==> config.mk <==
export PLATFORM = sky130hd
export DESIGN_NAME = trap_entry_seq
export DESIGN_NICKNAME = d
export VERILOG_FILES = /design/src/rtl/trap_entry_pkg.sv /design/src/rtl/trap_entry_arbiter.sv /design/src/rtl/trap_ctx_bank.sv /design/src/rtl/trap_vec_fetch.sv /design/src/rtl/trap_entry_seq.sv
export SDC_FILE = /design/constraint.sdc
export NUM_CORES = 1
export LEC_CHECK = 0
export BUFFER_PORTS_ARGS = -buffer_cell sky130_fd_sc_hd__buf_2
export CAP_MARGIN = 30
export CORE_MARGIN = 4
export CORE_UTILIZATION = 30
export DETAILED_ROUTE_END_ITERATION = 12
export PLACE_DENSITY = 0.5
export SYNTH_ARGS = -nofsm -noshare
export SYNTH_HDL_FRONTEND = slang
export SYNTH_SLANG_ARGS = --single-unit
==> constraint.sdc <==
create_clock -name clk -period 2.6 [get_ports clk]
set_input_delay 0.52 -clock clk [delete_from_list [all_inputs] [get_ports clk]]
set_output_delay 0.52 -clock clk [all_outputs]
set_load 0.1 [all_outputs]
==> src/rtl/trap_entry_pkg.sv <==
package trap_entry_pkg;
  typedef enum logic [1:0] {
    K_TRAP    = 2'd0,
    K_SWINT   = 2'd1,
    K_SYSCALL = 2'd2,
    K_RETURN  = 2'd3
  } req_kind_e;

  typedef enum logic [1:0] {
    ST_IDLE  = 2'd0,
    ST_SAVE  = 2'd1,
    ST_FETCH = 2'd2,
    ST_JUMP  = 2'd3
  } seq_state_e;

  localparam int BIT_IE   = 16;
  localparam int BIT_USER = 17;
  localparam int BIT_STOP = 19;

  localparam int VEC_NMI       = 1;
  localparam int VEC_GPF       = 4;
  localparam int VEC_OSCALL    = 6;
  localparam int VEC_EXT_FIRST = 32;
endpackage

==> src/rtl/trap_entry_arbiter.sv <==
module trap_entry_arbiter
  import trap_entry_pkg::*;
#(
  parameter int VW = 8
) (
  input  logic          req_valid,
  input  logic [1:0]    req_kind,
  input  logic [VW-1:0] req_vec,
  input  logic          nmi_pend,
  input  logic          irq_valid,
  input  logic [VW-1:0] irq_vec,
  input  logic          ie,
  input  logic          user,
  input  logic          parked,
  output logic          take,
  output logic          take_ret,
  output logic          take_nmi,
  output logic [VW-1:0] take_vec
);
  localparam logic [VW-1:0] V_NMI = VW'(VEC_NMI);
  localparam logic [VW-1:0] V_GPF = VW'(VEC_GPF);
  localparam logic [VW-1:0] V_OS  = VW'(VEC_OSCALL);
  localparam logic [VW-1:0] V_EXT = VW'(VEC_EXT_FIRST);

  always_comb begin
    take     = 1'b0;
    take_ret = 1'b0;
    take_nmi = 1'b0;
    take_vec = '0;
    if (req_valid && !parked) begin
      take = 1'b1;
      case (req_kind)
        K_TRAP:    take_vec = req_vec;
        K_SWINT:   take_vec = user ? V_GPF : req_vec;
        K_SYSCALL: take_vec = V_OS;
        default: begin
          if (user) take_vec = V_GPF;
          else      take_ret = 1'b1;
        end
      endcase
    end else if (nmi_pend && (!parked || ie)) begin
      take     = 1'b1;
      take_nmi = 1'b1;
      take_vec = V_NMI;
    end else if (irq_valid && ie && (irq_vec >= V_EXT)) begin
      take     = 1'b1;
      take_vec = irq_vec;
    end
  end
endmodule

==> src/rtl/trap_ctx_bank.sv <==
module trap_ctx_bank
  import trap_entry_pkg::*;
#(
  parameter int XW = 32
) (
  input  logic          clk,
  input  logic          rst,
  input  logic          do_save,
  input  logic          do_restore,
  input  logic          do_write,
  input  logic [XW-1:0] in_ip,
  input  logic [XW-1:0] in_sp,
  input  logic [XW-1:0] wr_data,
  output logic [XW-1:0] stat,
  output logic [XW-1:0] sv_ip,
  output logic [XW-1:0] sv_sp,
  output logic [XW-1:0] sv_stat
);
  localparam logic [XW-1:0] M_STOP  = XW'(1) << BIT_STOP;
  localparam logic [XW-1:0] M_ENTRY = (XW'(1) << BIT_IE) | (XW'(1) << BIT_USER) | M_STOP;

  always_ff @(posedge clk) begin
    if (rst) begin
      stat    <= '0;
      sv_ip   <= '0;
      sv_sp   <= '0;
      sv_stat <= '0;
    end else if (do_save) begin
      sv_ip   <= in_ip;
      sv_sp   <= in_sp;
      sv_stat <= stat & ~M_STOP;
      stat    <= stat & ~M_ENTRY;
    end else if (do_restore) begin
      stat <= sv_stat;
    end else if (do_write) begin
      stat <= wr_data;
    end
  end

  assert_entry_clears_R3: assert property (@(posedge clk) disable iff (rst)
    do_save |=> !stat[BIT_IE] && !stat[BIT_USER] && !stat[BIT_STOP]);

  assert_restore_word_R7: assert property (@(posedge clk) disable iff (rst)
    do_restore |=> stat == $past(sv_stat));
endmodule

==> src/rtl/trap_vec_fetch.sv <==
module trap_vec_fetch #(
  parameter int          XW   = 32,
  parameter int          VW   = 8,
  parameter logic [31:0] BASE = 32'h0000_0100
) (
  input  logic          clk,
  input  logic          rst,
  input  logic          start,
  input  logic [VW-1:0] vec,
  input  logic          mem_ready,
  input  logic [XW-1:0] mem_rdata,
  output logic          mem_rd_en,
  output logic [XW-1:0] mem_addr,
  output logic          got,
  output logic [XW-1:0] got_data
);
  localparam int            ENTRY_SHIFT = 2;
  localparam logic [XW-1:0] BASE_W      = XW'(BASE);

  logic          rd_q;
  logic [XW-1:0] addr_q;

  always_ff @(posedge clk) begin
    if (rst) begin
      rd_q   <= 1'b0;
      addr_q <= '0;
    end else if (start) begin
      rd_q   <= 1'b1;
      addr_q <= BASE_W + (XW'(vec) << ENTRY_SHIFT);
    end else if (rd_q && mem_ready) begin
      rd_q <= 1'b0;
    end
  end

  assign mem_rd_en = rd_q;
  assign mem_addr  = addr_q;
  assign got       = rd_q && mem_ready;
  assign got_data  = mem_rdata;

  assert_read_holds_R4: assert property (@(posedge clk) disable iff (rst)
    (rd_q && !mem_ready) |=> rd_q && $stable(addr_q));
endmodule

==> src/rtl/trap_entry_seq.sv <==
module trap_entry_seq
  import trap_entry_pkg::*;
#(
  parameter int          XW         = 32,
  parameter int          VW         = 8,
  parameter logic [31:0] TABLE_BASE = 32'h0000_0100
) (
  input  logic          clk,
  input  logic          rst,
  input  logic          req_valid,
  input  logic [1:0]    req_kind,
  input  logic [VW-1:0] req_vec,
  input  logic [XW-1:0] cur_ip,
  input  logic [XW-1:0] cur_sp,
  input  logic          nmi,
  input  logic          irq_valid,
  input  logic [VW-1:0] irq_vec,
  input  logic          stat_wr_en,
  input  logic [XW-1:0] stat_wr_data,
  output logic          mem_rd_en,
  output logic [XW-1:0] mem_addr,
  input  logic [XW-1:0] mem_rdata,
  input  logic          mem_ready,
  output logic          done,
  output logic [XW-1:0] new_ip,
  output logic [XW-1:0] new_sp,
  output logic [XW-1:0] stat,
  output logic [XW-1:0] save_ip,
  output logic [XW-1:0] save_sp,
  output logic [XW-1:0] save_stat,
  output logic          busy,
  output logic          halted
);
  seq_state_e    state;
  logic [VW-1:0] vec_q;
  logic [XW-1:0] ip_q, sp_q, nip_q, nsp_q;
  logic          nmi_q, nmi_pend;

  logic          take, take_ret, take_nmi;
  logic [VW-1:0] take_vec;
  logic          idle, parked, enter, do_restore, do_write, got;
  logic [XW-1:0] got_data;

  assign idle   = (state == ST_IDLE);
  assign parked = idle && stat[BIT_STOP];

  trap_entry_arbiter #(.VW(VW)) u_arb (
    .req_valid (req_valid),
    .req_kind  (req_kind),
    .req_vec   (req_vec),
    .nmi_pend  (nmi_pend),
    .irq_valid (irq_valid),
    .irq_vec   (irq_vec),
    .ie        (stat[BIT_IE]),
    .user      (stat[BIT_USER]),
    .parked    (parked),
    .take      (take),
    .take_ret  (take_ret),
    .take_nmi  (take_nmi),
    .take_vec  (take_vec)
  );

  assign enter      = idle && take;
  assign do_restore = enter && take_ret;
  assign do_write   = idle && !take && !parked && stat_wr_en;

  trap_ctx_bank #(.XW(XW)) u_ctx (
    .clk        (clk),
    .rst        (rst),
    .do_save    (state == ST_SAVE),
    .do_restore (do_restore),
    .do_write   (do_write),
    .in_ip      (ip_q),
    .in_sp      (sp_q),
    .wr_data    (stat_wr_data),
    .stat       (stat),
    .sv_ip      (save_ip),
    .sv_sp      (save_sp),
    .sv_stat    (save_stat)
  );

  trap_vec_fetch #(.XW(XW), .VW(VW), .BASE(TABLE_BASE)) u_fetch (
    .clk       (clk),
    .rst       (rst),
    .start     (state == ST_SAVE),
    .vec       (vec_q),
    .mem_ready (mem_ready),
    .mem_rdata (mem_rdata),
    .mem_rd_en (mem_rd_en),
    .mem_addr  (mem_addr),
    .got       (got),
    .got_data  (got_data)
  );

  always_ff @(posedge clk) begin
    if (rst) begin
      nmi_q    <= 1'b0;
      nmi_pend <= 1'b0;
    end else begin
      nmi_q    <= nmi;
      nmi_pend <= (nmi_pend && !(enter && take_nmi)) || (nmi && !nmi_q);
    end
  end

  always_ff @(posedge clk) begin
    if (rst) begin
      state <= ST_IDLE;
      vec_q <= '0;
      ip_q  <= '0;
      sp_q  <= '0;
      nip_q <= '0;
      nsp_q <= '0;
    end else begin
      case (state)
        ST_IDLE: begin
          if (enter) begin
            vec_q <= take_vec;
            ip_q  <= cur_ip;
            sp_q  <= cur_sp;
            if (take_ret) begin
              nip_q <= save_ip;
              nsp_q <= save_sp;
              state <= ST_JUMP;
            end else begin
              state <= ST_SAVE;
            end
          end
        end
        ST_SAVE:  state <= ST_FETCH;
        ST_FETCH: begin
          if (got) begin
            nip_q <= got_data;
            nsp_q <= sp_q;
            state <= ST_JUMP;
          end
        end
        default:  state <= ST_IDLE;
      endcase
    end
  end

  assign done   = (state == ST_JUMP);
  assign new_ip = nip_q;
  assign new_sp = nsp_q;
  assign busy   = !idle;
  assign halted = parked;

  assert_done_single_R4: assert property (@(posedge clk) disable iff (rst)
    done |=> !done);

  assert_parked_stays_R11: assert property (@(posedge clk) disable iff (rst)
    (halted && !stat[BIT_IE]) |=> halted);

  assert_return_no_read_R7: assert property (@(posedge clk) disable iff (rst)
    do_restore |=> !mem_rd_en && done);
endmodule

# [After elaboration in Yosys (flattened, before gate mapping)]
# Cells that the tools add are included.
[classes] bitwise=1 mux=30 addsub=1 n_reduce_logical=32 order_cmp=1 eq_ne=8
[ops] operator="two-way mux 32 bit" n=8
[ops] operator="case mux 32 bit (2 select lines)" n=2
[ops] operator="two-way mux 8 bit" n=4
[ops] operator="case mux 8 bit (3 select lines)" n=1
[ops] operator="logical AND 1 bit" n=14
[ops] operator="adder 9 x 10 -> 11 bit, first input constant" n=1
[ops] operator="two-way mux 1 bit" n=10
[ops] operator=">= comparator 8 x 6 -> 1 bit, second input constant" n=1
[ops] operator="equality test 2 bit, second input constant" n=3
[ops] operator="two-way mux 2 bit" n=3
[ops] operator="case mux 2 bit (3 select lines)" n=1
[ops] operator="AND reduction 2 bit" n=3
[ops] operator="nonzero test 2 bit" n=3
[ops] operator="logical NOT 1 bit" n=5
[ops] operator="equality test 2 x 1 -> 1 bit, second input constant" n=2
[ops] operator="logical NOT 2 bit" n=2
[ops] operator="!= test 2 bit, second input constant" n=2
[ops] operator="AND reduction 4 bit" n=1
[ops] operator="two-way mux 3 bit" n=1
[ops] operator="OR reduction 3 bit" n=1
[ops] operator="logical OR 1 bit" n=2
[ops] operator="!= test 2 x 1 -> 1 bit, second input constant" n=1
[ops] operator="OR reduction 2 bit" n=1
[ops] operator="NOT 1 bit" n=1
[word_totals] in_bits=153 ff_bits=300 wordCells=88

# [Depth between registers and ports, before layout]
# Gate-level depths: netlist of run 1.
[logic_depth] ltp_word=13 depth_mapped=10

# [Hierarchy]
# From an unflattened synthesis of run 1, not the netlist that was laid out.
[hier_totals] cells_unflattened=1217 hier_area_um2=12117.9
[modules_own_cells] mod="trap_entry_seq" seq_area_each_um2=2802.7 cells_each=639 area_each_um2=5978.2 instances=1
[modules_own_cells] mod="trap_ctx_bank" seq_area_each_um2=2542.4 cells_each=458 area_each_um2=5118.7 instances=1
[modules_own_cells] mod="trap_vec_fetch" seq_area_each_um2=200.2 cells_each=91 area_each_um2=787.0 instances=1
[modules_own_cells] mod="trap_entry_arbiter" seq_area_each_um2=0.0 cells_each=29 area_each_um2=234.0 instances=1

# [Worst setup path before layout of run 1]
# No wires, ideal clock.
[synth_path] path_kind="register to register" startpoint="register u_ctx.stat[19]" endpoint="register vec_q[2]" period_less_slack_ps=2636 required_time_ps=2477 setup_slack_ps=-36 setup_ps=123 stages_incl_launch_ff=6 t_arrival_ps=2513 cell_sequence="dfxtp_1 clkbuf_1 and2_1 nor2b_1 a221oi_1 nor2_1"
[synth_via] elab_chain_len=8 elab_cells_between_ends=11 classes_between="mux (4); reduce/logical (7)"
[synth_rtl] item="start, declared" line_no="trap_ctx_bank.sv:14" rtl="output logic [XW-1:0] stat,"
[synth_rtl] item="start signal, assigned" line_no="trap_ctx_bank.sv:32" rtl="stat <= stat & ~M_ENTRY;"
[synth_rtl] item="start signal, assigned" line_no="trap_ctx_bank.sv:34" rtl="stat <= sv_stat;"
[synth_rtl] item="start signal, assigned" line_no="trap_ctx_bank.sv:36" rtl="stat <= wr_data;"
[synth_rtl] item="logical AND 1 bit (*)" line_no="trap_entry_seq.sv:45" rtl="assign parked = idle && stat[BIT_STOP];"
[synth_rtl] item="via halted" line_no="trap_entry_seq.sv:32" rtl="output logic halted"
[synth_rtl] item="logical NOT 1 bit (*)" line_no="trap_entry_arbiter.sv:30, trap_entry_arbiter.sv:41"
[synth_rtl] item="logical OR 1 bit" line_no="trap_entry_arbiter.sv:41" rtl="end else if (nmi_pend && (!parked || ie)) begin"
[synth_rtl] item="logical AND 1 bit" line_no="trap_entry_arbiter.sv:41"
[synth_rtl] item="two-way mux 1 bit" line_no="trap_entry_arbiter.sv:41"
[synth_rtl] item="two-way mux 1 bit" line_no="trap_entry_arbiter.sv:30" rtl="if (req_valid && !parked) begin"
[synth_rtl] item="logical AND 1 bit" line_no="trap_entry_seq.sv:63" rtl="assign enter = idle && take;"
[synth_rtl] item="AND reduction 2 bit (no source line)"
[synth_rtl] item="end signal, assigned" line_no="trap_entry_seq.sv:117" rtl="vec_q <= take_vec;"
[synth_rtl] item="end, declared" line_no="trap_entry_seq.sv:35" rtl="logic [VW-1:0] vec_q;"
# Mark *: on every way through the listed nets, which the timed path passes. The rest lies on a longest branch.
# A chain may end at the register's enable or synchronous reset.

# [Worst setup path after layout of run 1]
[layout_path] startpoint="register state[1]" endpoint="output port halted"
[layout_via] elab_chain_len=2
[layout_rtl] item="start, declared" line_no="trap_entry_seq.sv:34" rtl="seq_state_e state;"
[layout_rtl] item="start signal, assigned" line_no="trap_entry_seq.sv:107" rtl="state <= ST_IDLE;"
[layout_rtl] item="start signal, assigned" line_no="trap_entry_seq.sv:123" rtl="state <= ST_JUMP;"
[layout_rtl] item="start signal, assigned" line_no="trap_entry_seq.sv:125" rtl="state <= ST_SAVE;"
[layout_rtl] item="logical NOT 2 bit" line_no="trap_entry_seq.sv:44" rtl="assign idle = (state == ST_IDLE);"
[layout_rtl] item="logical AND 1 bit" line_no="trap_entry_seq.sv:45"
[layout_rtl] item="end, declared" line_no="trap_entry_seq.sv:32"
# Every way passes these cells.

==> flow_summary.rst, run 1 <==
.. list-table::
   :header-rows: 1

   * - Metric
     - Value
   * - Highest fanout seen on the critical path
     - 11
   * - Reg-to-reg setup timing slack
     - about 250 ps
   * - Post-route fraction of the period consumed by the critical path
     - 0.932
   * - Clock period minus worst slack
     - 2420 ps
   * - Clock transition at the registers of the reported paths
     - roughly 70 ps
   * - Max clock buf depth
     - 3
   * - Remaining Overflow, GRT
     - 0
   * - Yosys warning count
     - 0
   * - Width of the chip
     - ~200 µm
   * - Final-layout setup total negative slack
     - 0 ps
   * - Number of vias per cell
     - 4.85
   * - Busiest layer in global routing
     - met2
   * - H-tree level count
     - 1
   * - Final design area excluding fillers
     - between 10000 and 15000 µm²
   * - Count of final hold-check violations
     - 0
   * - Areal power density over the cells
     - between 1000 and 1500 nW/µm²
   * - Final design utilization
     - 0.396
   * - Number of placed I/O pins
     - 381
   * - Count leader, synth
     - dfxtp_1
   * - Number of enable flip-flop cells after synthesis
     - 0
   * - Worst-margin pin slew
     - around 900 ps
   * - Overall die height
     - 200 µm
   * - Placed cell areas
     - 13400 µm²
   * - Post-synthesis instance area
     - roughly 11000 µm²
   * - Proportion of layout cells with a drive suffix above 1
     - 0.303
   * - Area Growth Syn to Fin
     - 30.5%
   * - Worst Reg2Reg Path Length in Cells
     - 7
   * - Total Routing Usage GR
     - 0.169
   * - FP Rows
     - 70
   * - Latest clock arrival within the worst-skew pair
     - 550 ps
   * - Static leakage power
     - 6.30 nW
   * - Count of pins over their slew limit
     - 0
   * - Most numerous cell types in the synthesized netlist
     - dfxtp_1 (277), mux2i_1 (196), a21oi_1 (134), nand2_1 (133), nor2_1 (116)
   * - Total of buffers placed on input and output ports
     - 356
   * - Cell taking the most area after synthesis
     - dfxtp_1
   * - Worst slew margin relative to its limit
     - 0.400
   * - Area share of the largest cell type after synthesis
     - 0.499
   * - Number of remaining DRC errors
     - 0
   * - Total wire length after detailed routing
     - 36200 µm
   * - Max frequency
     - 413 MHz
   * - RSZ-0062 raised after global routing
     - no
   * - FF+latch count, synth
     - between 200 and 300
   * - Core region area
     - 36600 µm²
   * - Final weighted congestion of routability-driven global placement
     - between 0.7 and 0.8
   * - Maximum number of pins on one net before global-route repair
     - 65
   * - Routed wire length per instance
     - 18.2 µm
   * - Antenna violations before repair
     - 6
   * - First-pass GRT wire length
     - 55700 µm
   * - Critical Path Source Type
     - flop
   * - CTS tree
     - built
   * - Arrival time reported for the critical path endpoint
     - 1900 ps
   * - Outcome
     - finished, final reports clean
   * - Share of the yosys chip area belonging to registers
     - 0.499
   * - Final net count
     - between 1500 and 2000
   * - Max-cap violations
     - 0
   * - Count of distinct cell types in the synthesized netlist
     - 43
   * - Synth Instances
     - between 1000 and 1500
   * - Crit end category
     - output pin
   * - Post-route antenna net violation count
     - 0
   * - Total CTS buffers
     - 31
   * - GR Layer Usage met2
     - 0.279
   * - DR pass1 iterations
     - 5
   * - Worst supply voltage drop on vdd
     - 0.693 mV
   * - Root cell of the clock tree
     - clkbuf_16
   * - Critical Setup Path Class
     - reg2out
   * - Ys async rst share
     - 0
   * - Number of clock sinks
     - 277
   * - Vias in the first global route
     - 9403
   * - Filler Cells Inserted
     - 3741
   * - Number of cells traversed by the worst hold path
     - 3
   * - Violation count after the first detailed-routing iteration
     - 442
   * - Class of the tightest hold or removal check
     - in2reg
   * - Vias post-DR
     - 9639
   * - Detailed-placement wirelength estimate
     - 24600 µm
   * - Number of failing setup endpoints in the final timing report
     - 0
   * - Total die area
     - 40200 µm²
   * - Initial core utilization
     - 0.304
   * - Fraction of met1 tracks used by global routing
     - 0.222
   * - Clk_skew
     - 10.5 ps
   * - Required time of the critical path
     - roughly 2100 ps
   * - M3 GR Usage
     - 0.0465
   * - Post-synthesis area per instance
     - 9.45 µm²
   * - Leading register cell type out of synthesis
     - dfxtp_1
   * - Largest cells by area after synthesis
     - dfxtp_1 (50%), mux2i_1 (18%), a211oi_1 (6.3%)
## cells in the final DEF, fill, tap and decap left out, types with 3 or more instances in the layout
cell,instances
a211oi_1,94
a21oi_1,134
a221oi_1,7
buf_12,13
buf_2,353
buf_4,20
bufinv_16,3
clkbuf_1,3
clkbuf_16,31
clkbuf_8,8
clkinv_2,7
clkinvlp_4,4
conb_1,24
dfxtp_1,277
diode_2,5
inv_1,5
mux2i_1,196
nand2_1,133
nand3b_1,3
nor2_1,116
nor3_1,31
o21ai_0,11
## worst max-delay path, stage by stage (launching register included)
cell     delay (ps)
dfxtp_1         340
inv_1           140
ha_2            350
and2_2          200
buf_4           300
## sequential cells by signal (all words and copies together) (netlist names)
register and flops:
u_fetch.mem_rd_en 1, vec_q 8, u_fetch.mem_addr 9, u_ctx.sv_ip 32, new_sp 32, u_ctx.sv_sp 32, state 2, new_ip 32
nmi_q 1, u_ctx.stat 32, nmi_pend 1, ip_q 32, u_ctx.sv_stat 31, sp_q 32
## cell families (layout without fill, tap and decap cells)
| kind of cell | after synthesis | after routing | synth area share |
|---|---|---|---|
| AND/OR/NAND/NOR | 302 | 302 | 0.112 |
| flip-flops | 277 | 277 | 0.499 |
| AO/OA/AOI/OAI | 262 | 262 | 0.149 |
| multiplexers | 196 | 196 | 0.177 |
| buffers and inverters | 133 | 450 | 0.0578 |
| adder cells (fa/ha/maj) | 5 | 5 | 0.00563 |
| other | 1 | 29 | 0.000337 |
## what timing repair did
item,4_1_cts,5_1_grt
endpoints found under the setup margin,2,27
hold buffers,0,0
resized for setup,2,2
buffers inserted,0,0
## through the flow
stage                     setup WS, ps  hold slack, ps  instances  power, W
after floorplan                   45.0             436       1199    0.0128
after global placement             192             441       1927    0.0147
after detailed placement           132             447       1927    0.0148
after CTS                         4.79             163       1984    0.0194
after global routing              85.2             169       1986    0.0200
final                              178             201       1989    0.0191
## report_power, final
part	total, W	internal, W	switching [W]
clock	0.00453	0.00269	0.00184
combinational	0.00899	0.00211	0.00688
sequential	0.00561	0.00508	0.000539
total	0.0191	0.00987	0.00926
## per-layer routing
metal / part of all wire / vias to the layer above / wire length [µm]
li1: - / 4723 / -
met1: 0.45 / 4600 / 16300
met2: 0.46 / 267 / 16700
met3: 0.065 / 45 / 2350
met4: 0.021 / 4 / 756
met5: 0.00058 / - / 21
## path summary, 6_finish.rpt
kind                    from              to
setup / recovery    state[1]          halted
setup reg to reg    state[1]  u_ctx.stat[30]
hold / removal    cur_ip[28]        ip_q[28]
hold reg to reg     ip_q[27]        ip_q[27]
## cell type report
type | instances | area [µm²] | area share
clock inverter | 16 | 180 | 0.0124
inverter | 6 | 22.5 | 0.00155
tap | 468 | 586 | 0.0404
antenna | 5 | 12.5 | 0.000863
timing repair buffer | 387 | 2190 | 0.151
clock buffer | 41 | 883 | 0.0609
multi-input combinational | 789 | 5080 | 0.350
sequential | 277 | 5550 | 0.382
(Power assumes the default switching activity.)
==> run 2, diff against run 1 <==
--- a/config.mk
+++ b/config.mk
@@ -7,7 +7,6 @@
 export LEC_CHECK = 0
 export BUFFER_PORTS_ARGS = -buffer_cell sky130_fd_sc_hd__buf_2
 export CAP_MARGIN = 30
-export CORE_MARGIN = 4
 export CORE_UTILIZATION = 30
 export DETAILED_ROUTE_END_ITERATION = 12
 export PLACE_DENSITY = 0.5
==> flow_summary.rst, run 2 (same netlist as run 1, synthesis figures left out) <==
.. list-table::
   :header-rows: 1

   * - Metric
     - Value
   * - Max clock buf depth
     - 3 (unchanged)
   * - Root cell of the clock tree
     - clkbuf_16
   * - Most common cell after layout, fill and taps aside
     - buf_2
   * - Critical Path Source Type
     - flop
   * - Number of placed I/O pins
     - 381 (unchanged)
   * - Worst supply voltage drop on vdd
     - 0.680 mV (-1.8%)
   * - Hold-fix buffers at CTS
     - 0 (unchanged)
   * - Reg-to-reg setup timing slack
     - 240 ps (about the same)
   * - Post-route antenna net violation count
     - 0 (unchanged)
   * - Latest clock arrival within the worst-skew pair
     - 550 ps (about the same)
   * - End point of the most critical hold path
     - nmi_q
   * - Initial core utilization
     - 0.304 (+0.000728)
   * - Worst-margin pin slew
     - 812 ps (-88.0 ps)
   * - FP Rows
     - 70 (unchanged)
   * - CTS tree
     - built
   * - Number of remaining DRC errors
     - 0 (unchanged)
   * - Critical register-to-register path startpoint
     - state[1]
   * - Post-CTS Repair Setup Buffers
     - 0 (unchanged)
   * - Highest fanout seen on the critical path
     - 7 (-4)
   * - Filler Cells Inserted
     - 3763 (+0.59%)
   * - Final-layout setup total negative slack
     - 0 ps (unchanged)
   * - Post-route fraction of the period consumed by the critical path
     - 0.947 (+0.0158)
   * - Areal power density over the cells
     - 1310 nW/µm² (-1.0%)
   * - Routed wire length per instance
     - 17.5 µm (-3.6%)
   * - DR pass1 iterations
     - 5 (unchanged)
   * - Total CTS buffers
     - 30 (-3.2%)
   * - Final net count
     - 1646 (-0.24%)
   * - Crit end category
     - output pin
   * - Total Routing Usage GR
     - 0.176 (+0.00697)
   * - Count of final hold-check violations
     - 0 (unchanged)
   * - Hold Startpoint
     - nmi
   * - Worst Reg2Reg Path Length in Cells
     - 7 (unchanged)
   * - Static leakage power
     - 6.24 nW (-0.89%)
   * - Clock transition at the registers of the reported paths
     - 60 ps (about the same)
   * - Area Growth Syn to Fin
     - 29.2%
   * - Vias in the first global route
     - 9317 (-0.91%)
   * - Total of buffers placed on input and output ports
     - 356 (unchanged)
   * - Overall die height
     - 194 µm (-3.0%)
   * - Total design power
     - 0.0188 W (-2.0%)
   * - Arrival time reported for the critical path endpoint
     - 1940 ps (+40 ps)
   * - Critical path launch point
     - state[1]
   * - Number of cells traversed by the worst hold path
     - 2 (-1)
   * - Critical Setup Path Class
     - reg2out
   * - Violation count after the first detailed-routing iteration
     - 304 (-31%)
   * - Proportion of layout cells with a drive suffix above 1
     - 0.295 (-0.00826)
   * - Vias post-DR
     - 9547 (-0.95%)
   * - Maximum number of pins on one net before global-route repair
     - 80 (+23%)
   * - Clock period minus worst slack
     - 2460 ps (+41.1 ps)
   * - Antenna violations before repair
     - 6 (unchanged)
   * - Max frequency
     - 406 MHz (-1.7%)
   * - Outcome
     - finished, final reports clean
   * - Clk_skew
     - 8.24 ps (-2.26 ps)
   * - Leading cell types in the layout, fill and taps excluded
     - buf_2 (354), dfxtp_1 (277), mux2i_1 (196), a21oi_1 (134), nand2_1 (133)
   * - Width of the chip
     - 194 µm (-3.0%)
   * - Post-Route Hold Slack
     - 209 ps (+8.03 ps)
   * - Final weighted congestion of routability-driven global placement
     - 0.751 (-3.3%)
   * - Total wire length after detailed routing
     - 34800 µm (-4.0%)
   * - Number of failing setup endpoints in the final timing report
     - 0 (unchanged)
   * - Number of vias per cell
     - 4.82 (-0.60%)
   * - Count of pins over their slew limit
     - 0 (unchanged)
   * - Remaining Overflow, GRT
     - 0 (unchanged)
   * - Total die area
     - 37800 µm² (-5.9%)
   * - Worst slew margin relative to its limit
     - 0.458 (+0.0575)
   * - H-tree level count
     - 1 (unchanged)
   * - Required time of the critical path
     - 2080 ps (about the same)
   * - First-pass GRT wire length
     - 53800 µm (-3.3%)
   * - Detailed-placement wirelength estimate
     - 23300 µm (-5.5%)
   * - RSZ-0062 raised after global routing
     - no
   * - Number of clock sinks
     - 277 (unchanged)
   * - Core region area
     - 36500 µm² (-0.24%)
   * - Class of the tightest hold or removal check
     - in2reg
   * - Max-cap violations
     - 0 (unchanged)
   * - # resized after CTS
     - 0 (-2)
   * - Endpoint of the most critical register-to-register path
     - u_ctx.stat[31]
-- run 2: where the power goes --
part	total, W	leakage [nW]	switching [W]	internal [W]
combinational	0.00891	3.50	0.00685	0.00207
clock	0.00424	0.481	0.00173	0.00250
sequential	0.00560	2.26	0.000527	0.00508
-- run 2: per-layer routing --
layer	GRT usage	share of wire	up-vias	routed length, µm
met5	0	0.00086	-	30
met4	0.0362	0.015	6	508
met3	0.0501	0.070	48	2430
met2	0.285	0.45	268	15500
met1	0.232	0.47	4507	16300
li1	-	-	4718	-
-- run 2: through the flow --
| stage | instance area [µm²] | instances | setup WS [ps] | utilization |
|---|---|---|---|---|
| after CTS | 14400 | 1979 | 12.1 | 0.393 |
| after global routing | 14400 | 1980 | 10.8 | 0.393 |
| final | 14400 | 1982 | 137 | 0.393 |
| after detailed placement | 13400 | 1924 | 222 | 0.366 |
| after global placement | 13400 | 1924 | 301 | 0.366 |
| after floorplan | 11200 | 1199 | 45.0 | - |
-- run 2: how the worst max path moves through the flow --
stage | to | slack [ps] | cells past startpoint
floorplan | u_ctx.stat[21] | 50 | 7
global placement | u_ctx.stat[24] | 300 | 6
detailed placement | u_ctx.stat[31] | 220 | 7
CTS | busy | 10 | 5
global route | ip_q[15] | 10 | 7
finish | halted | 140 | 4
-- run 2: worst max-delay path, stage by stage, from the launching register on --
cell     delay (ps)
dfxtp_1         340
inv_1           130
ha_1            280
and2_2          190
buf_2           440
-- run 2: final cells by class --
class                      instances  area [µm²]  share of cell area
clock buffer                      49         923              0.0643
inverter                           6        22.5             0.00157
multi-input combinational        789        5080               0.354
antenna                            3        7.51            0.000523
sequential                       277        5550               0.386
clock inverter                     6        57.6             0.00401
timing repair buffer             384        2140               0.149
tap                              468         586              0.0408
